[src/rtl/qls_pkg.sv]
package qls_pkg;

    localparam int QUAD_N = 4;

    typedef enum logic [1:0] {
        QV_BCAST = 2'b00,
        QV_HSWAP = 2'b01,
        QV_VSWAP = 2'b10,
        QV_DSWAP = 2'b11
    } qls_variant_e;

    // Quad position that a lane at position pos reads from.
    function automatic logic [1:0] qls_src_pos(
        input qls_variant_e v,
        input logic [1:0]   pos,
        input logic [1:0]   bsel
    );
        logic [1:0] r;
        if (v == QV_BCAST) begin
            r = bsel;
        end else begin
            r = pos ^ 2'(v);
        end
        return r;
    endfunction

endpackage

[src/rtl/qls_leader.sv]
module qls_leader (
    input  logic [3:0] active,
    input  logic [7:0] sel,
    output logic [1:0] bsel
);
    // Lowest-numbered active lane provides the broadcast selector.
    always_comb begin
        bsel = 2'b00;
        for (int p = 3; p >= 0; p--) begin
            if (active[p]) begin
                bsel = sel[p*2 +: 2];
            end
        end
    end
endmodule

[src/rtl/qls_quad_xbar.sv]
module qls_quad_xbar
    import qls_pkg::*;
#(
    parameter int DATA_W = 32
) (
    input  qls_variant_e           variant,
    input  logic [1:0]             bsel,
    input  logic [4*DATA_W-1:0]    data,
    output logic [4*DATA_W-1:0]    res
);
    always_comb begin
        logic [1:0] src;
        res = '0;
        for (int p = 0; p < QUAD_N; p++) begin
            src = qls_src_pos(variant, 2'(p), bsel);
            res[p*DATA_W +: DATA_W] = data[int'(src)*DATA_W +: DATA_W];
        end
    end
endmodule

[src/rtl/quad_lane_shuffle.sv]
module quad_lane_shuffle
    import qls_pkg::*;
#(
    parameter int LANES  = 16,
    parameter int DATA_W = 32
) (
    input  logic                    clk,
    input  logic                    rst,
    input  logic                    in_valid,
    input  logic [1:0]              variant,
    input  logic [LANES*DATA_W-1:0] operand,
    input  logic [LANES*2-1:0]      lane_sel,
    input  logic [LANES-1:0]        active,
    output logic                    out_valid,
    output logic [LANES*DATA_W-1:0] out_data,
    output logic [LANES-1:0]        out_wmask
);
    localparam int QUADS = LANES / QUAD_N;

    typedef struct packed {
        logic                    vld;
        logic [LANES-1:0]        wmask;
        logic [LANES*DATA_W-1:0] data;
    } qls_state_t;

    qls_state_t               st_d, st_q;
    qls_variant_e             var_e;
    logic [LANES*DATA_W-1:0]  routed;

    assign var_e = qls_variant_e'(variant);

    for (genvar q = 0; q < QUADS; q++) begin : g_quad
        logic [1:0] bsel_q;

        qls_leader u_leader (
            .active (active[q*QUAD_N +: QUAD_N]),
            .sel    (lane_sel[q*QUAD_N*2 +: QUAD_N*2]),
            .bsel   (bsel_q)
        );

        qls_quad_xbar #(.DATA_W(DATA_W)) u_xbar (
            .variant (var_e),
            .bsel    (bsel_q),
            .data    (operand[q*QUAD_N*DATA_W +: QUAD_N*DATA_W]),
            .res     (routed[q*QUAD_N*DATA_W +: QUAD_N*DATA_W])
        );
    end

    always_comb begin
        st_d     = st_q;
        st_d.vld = in_valid;
        if (in_valid) begin
            st_d.wmask = active;
            for (int i = 0; i < LANES; i++) begin
                if (active[i]) begin
                    st_d.data[i*DATA_W +: DATA_W] = routed[i*DATA_W +: DATA_W];
                end
            end
        end
    end

    always_ff @(posedge clk) begin
        if (rst) begin
            st_q <= '0;
        end else begin
            st_q <= st_d;
        end
    end

    assign out_valid = st_q.vld;
    assign out_data  = st_q.data;
    assign out_wmask = st_q.wmask;

endmodule

[config.mk]
export PLATFORM = sky130hd
export DESIGN_NAME = quad_lane_shuffle
export DESIGN_NICKNAME = d
export VERILOG_FILES = /design/src/rtl/qls_pkg.sv /design/src/rtl/qls_leader.sv /design/src/rtl/qls_quad_xbar.sv /design/src/rtl/quad_lane_shuffle.sv
export SDC_FILE = /design/constraint.sdc
export NUM_CORES = 2
export LEC_CHECK = 0
export ABC_AREA = 1
export BUFFER_PORTS_ARGS = -buffer_cell sky130_fd_sc_hd__buf_2
export CAP_MARGIN = 20
export CORE_AREA = 2 2 431 433
export DETAILED_ROUTE_END_ITERATION = 7
export DIE_AREA = 0 0 433 435
export REMOVE_ABC_BUFFERS = 1
export SLEW_MARGIN = 20
export SYNTH_ARGS = -nofsm -noshare
export SYNTH_HDL_FRONTEND = slang
export SYNTH_SLANG_ARGS = --single-unit
[constraint.sdc]
create_clock -name clk -period 2.9 [get_ports clk]
set_clock_uncertainty 0.2 [all_clocks]
set_input_delay 0.58 -clock clk [delete_from_list [all_inputs] [get_ports clk]]
set_output_delay 0.58 -clock clk [all_outputs]
set_load 0.05 [all_outputs]
# Word-level counts from Yosys, hierarchy flattened
# Index checks and enable logic that the tools add are counted.
classes:
  n_shift: 16
  n_mux: 32
  n_bitwise: 3
  reduce_logical: 17
ops:
  columns: ["op", "count"]
  rows:
  - ["variable part select 128 x 8 -> 32 bit", 16]
  - ["2-to-1 mux 2 bit", 32]
  - ["AND reduction 2 bit", 16]
  - ["logical NOT 2 bit", 1]
  - ["inverter 1 bit", 2]
  - ["inverter 2 bit", 1]
word_totals:
  regBits: 529
  in_bits: 565
  out_inout_bits: 529
  elab_cells: 86

# Longest topological paths before layout
logic_depth:
  word_depth: 6
  mapped_depth: 11
  ltp_nobuf: 10

# By module
# Synthesis repeated with hierarchy kept, for this count alone.
hier_totals:
  cells_unflattened: 6761
  hier_area_um2: 36920.4
by_module_without_submodules:
  columns: ["mod", "instances", "cells_per_inst", "area_per_inst_um2", "seq_area_each_um2"]
  rows:
  - ["quad_lane_shuffle", 1, 3313, 21515.6, 10590.2]
  - ["qls_quad_xbar", 4, 845, 3779.9, 0.0]
  - ["qls_leader", 4, 17, 71.3, 0.0]

# Worst setup path after synthesis
# No wires, ideal clock.
synth_path:
  path_type: "input port to flip-flop"
  start: "input port variant[0]"
  end: "register st_q, in the netlist out_data[0]"
  setup_ps: 132
  t_arrival_ps: 1544
  required_time_ps: 2568
  slack_ps: 1023
  stages: 9
  path_buffers: 1
  cell_sequence: "inv_2 nor2_1 inv_1 nand2_1 inv_2 clkbuf_1 nand3_1 nand3_1 a21oi_1"
synth_between:
  elab_chain_cells: 3
synth_lines:
  columns: ["element", "line", "source"]
  rows:
  - ["start, declared", "quad_lane_shuffle.sv:10", "input logic [1:0] variant,"]
  - ["logical NOT 2 bit", "qls_pkg.sv:19", "if (v == QV_BCAST) begin"]
  - ["2-to-1 mux 2 bit *", "qls_pkg.sv:19", null]
  - ["variable part select 128 x 8 -> 32 bit *", "qls_quad_xbar.sv:16", "res[p*DATA_W +: DATA_W] = data[int'(src)*DATA_W +: DATA_W];"]
  - ["end signal, assigned", "quad_lane_shuffle.sv:66", "st_q <= st_d;"]
  - ["end, declared", "quad_lane_shuffle.sv:26", "qls_state_t st_d, st_q;"]
# Every way passes the cells marked *; elsewhere a longest branch is shown, timed or not.
# A chain may end at the register's enable or synchronous reset.

# Worst setup path after layout
layout_path:
  start: "register st_q, in the netlist out_data[414]"
  end: "output port out_data[414]"
layout_lines:
  columns: ["element", "line", "source"]
  rows:
  - ["end, declared", "quad_lane_shuffle.sv:15", "output logic [LANES*DATA_W-1:0] out_data,"]
# No word-level cell between the ends.

==> results.sh <==
export IMPL_final_nets=6227
export IMPL_ys_ff_latch=529
export IMPL_busiest_layer="met2"
export IMPL_ys_flop_type="dfxtp_1"
export IMPL_endpoint_kind="output port"
export IMPL_antenna_found_initial=98
export IMPL_drv_slew=0
export IMPL_insertion_delay_ps=700
export IMPL_ys_seq_area_share_pct=34.89
export IMPL_r2r_cells=2
export IMPL_postCtsSetupRepairBufs=0
export IMPL_min_delay_path_class="in -> reg"
export IMPL_cts_root_buf="clkbuf_16"
export IMPL_total_power_mw=25.57
export IMPL_cts_sinks=529
export IMPL_dp_hpwl_um=159500
export IMPL_io_buffers=1093
export IMPL_remaining_drc_errors=9
export IMPL_timing_fmax_ghz=0.4113
export IMPL_critPathLaunchType="flip-flop"
export IMPL_synthCells=4715
export IMPL_cpPeakStageDelay_ps=580
export IMPL_cts_tree="done"
export IMPL_use_met3_pct=7.530
export IMPL_path_clk_slew_ps=60
export IMPL_place_congestion=1.034
export IMPL_crit_arrival_ps=1650
export IMPL_path_cells="buf_2"
export IMPL_syn_to_final_growth_pct=38.66
export IMPL_cp_buffers_inverters=1
export IMPL_crit_start="out_data[414]"
export IMPL_failed_checks="DRC"
export IMPL_gr_total_overflow=0
export IMPL_timing_final_crit_share_pct=83.84
export IMPL_r2r_start="out_data[414]"
export IMPL_syn_area_um2=30360
export IMPL_slew_headroom_pct=49.66
export IMPL_avgViaCountPerCell=5.055
export IMPL_async_flop_share_pct=0
export IMPL_synthTopCellsByCount="nand3_1, nand2_1, a21oi_1"
export IMPL_drive_above_1_share_pct=25.69
export IMPL_dieArea_um2=188400
export IMPL_use_met2_pct=32.88
export IMPL_rrSetupSlack_ps=1760
export IMPL_synthTopCellsByArea="dfxtp_1, nand3_1, nand2_1"
export IMPL_holdWs_ps=83.03
export IMPL_core_um2=184000
export IMPL_cap_violations=0
export IMPL_crit_family="flip-flops"
export IMPL_status="finished, violations left"
export IMPL_stdcell_area_um2=42090
export IMPL_grtUsageMet1_pct=25.02
export IMPL_drt_pass1_iter_count=8
export IMPL_synth_edf_count=0
export IMPL_cp_slowest_cell="dfxtp_1"
export IMPL_worst_pin_slew_ps=755.1
export IMPL_io_pins=1094
export IMPL_grt_pass1_vias=38116
export IMPL_min_period_ps=2431
export IMPL_cts_hold_buf=0
export IMPL_cts_path_max_buffers=3
export IMPL_cp_max_fo=2
export IMPL_yosysWarnings=0
export IMPL_p_leak_nw=18.59
export IMPL_synth_largest_area_cell="dfxtp_1"
export IMPL_endpoint="out_data[414]"
export IMPL_fin_tns_setup_ps=0
export IMPL_num_vias=41822
export IMPL_dieWidth_um=433
export IMPL_setup_worst_path_class="reg -> out"
export IMPL_drt_wl_total_um=211700
export IMPL_drtAntennaViolNets=0
export IMPL_wl_per_cell_um=25.58
export IMPL_synth_distinct_cells=16
export IMPL_h_tree_depth=3
export IMPL_cts_resized=0
export IMPL_setup_viol=0
export IMPL_yosysMostFrequentCell="nand3_1"
export IMPL_cts_buffers=75
export IMPL_initial_core_util_pct=16.49
export IMPL_grt_pass1_wl_um=292800
export IMPL_rsz0062_at_grt="no"
export IMPL_grtUsageTotal_pct=21.48
export IMPL_syn_avg_cell_area_um2=6.438
export IMPL_vdd_ir_drop_max_v=0.0003796
export IMPL_cp_num_cells=1
export IMPL_drt_iter0_drc=4874
export IMPL_hold_viol_final=0
export IMPL_dpl_cell_area_um2=39210
export IMPL_grt_start_max_net_pins=100
export IMPL_worstPathRequired_ps=2120
export IMPL_synth_top_cell_area_share_pct=34.89
export IMPL_reg2reg_to="out_data[414]"
export IMPL_row_count=158
export IMPL_power_density_nw_per_um2=607.4
export IMPL_die_h_um=435
registers in the layout (all words and copies together) (netlist names):
register,cells
out_wmask,16
out_valid,1
out_data,512
worst min-delay path by stage:
stage,from,end,depth (start not counted)
after floorplan,rst,out_data[0],1
after global placement,out_wmask[14],out_wmask[14],2
after detailed placement,out_wmask[12],out_wmask[12],2
after CTS,operand[69],out_data[37],5
after global routing,rst,out_data[173],2
final,rst,out_data[205],2
power breakdown:
part	internal, mW	switching, mW
sequential	7.72	0.316
clock	6.26	4.09
combinational	1.98	5.20
metrics by stage:
stage,worst slack [ps],instances,utilization (%)
after global placement,-111.3,8065,21.31
after CTS,400.4,8202,22.77
after detailed placement,-127.5,8065,21.31
after floorplan,-3622,4293,-
final,468.8,8274,22.87
after global routing,429.4,8260,22.85
placed cells by master (no fill, tap or decap), drive strengths merged:
cell type | Yosys | routed
nor2 | 3 | 3
inv | 47 | 54
nand2 | 1113 | 1113
clkbuf | 128 | 99
clkinvlp | 0 | 2
dfxtp | 529 | 529
nand3 | 2056 | 2056
diode | 0 | 72
bufinv | 0 | 11
clkinv | 1 | 19
a21oi | 544 | 544
buf | 294 | 1292
cell families after synthesis:
family | synth area share (%)
AOI/OAI and AO/OA | 8.969
and+or+nand+nor | 47.91
DFF | 34.89
buffers and inverters | 8.235
layer usage:
layer | vias up | share of wire (%)
met5 | - | 0.092
met4 | 30 | 7.7
met3 | 665 | 12
met2 | 2848 | 44
met1 | 19807 | 37
li1 | 18472 | -
worst register-to-register path, stage by stage (launching register included):
cell and delay (ps):
dfxtp_1 580, nand2_1 130, a21oi_1 160
area by class of cell:
| type | count | area, um^2 |
|---|---|---|
| fill | 20790 | 142000 |
| multi-input combinational | 3716 | 17330 |
| sequential | 529 | 10590 |
| timing repair buffer | 1292 | 8000 |
| tap | 2480 | 3103 |
| clock buffer | 99 | 2162 |
| clock inverter | 38 | 536.8 |
| inverter | 48 | 187.7 |
| antenna | 72 | 180.2 |
(Power assumes the default switching activity.)
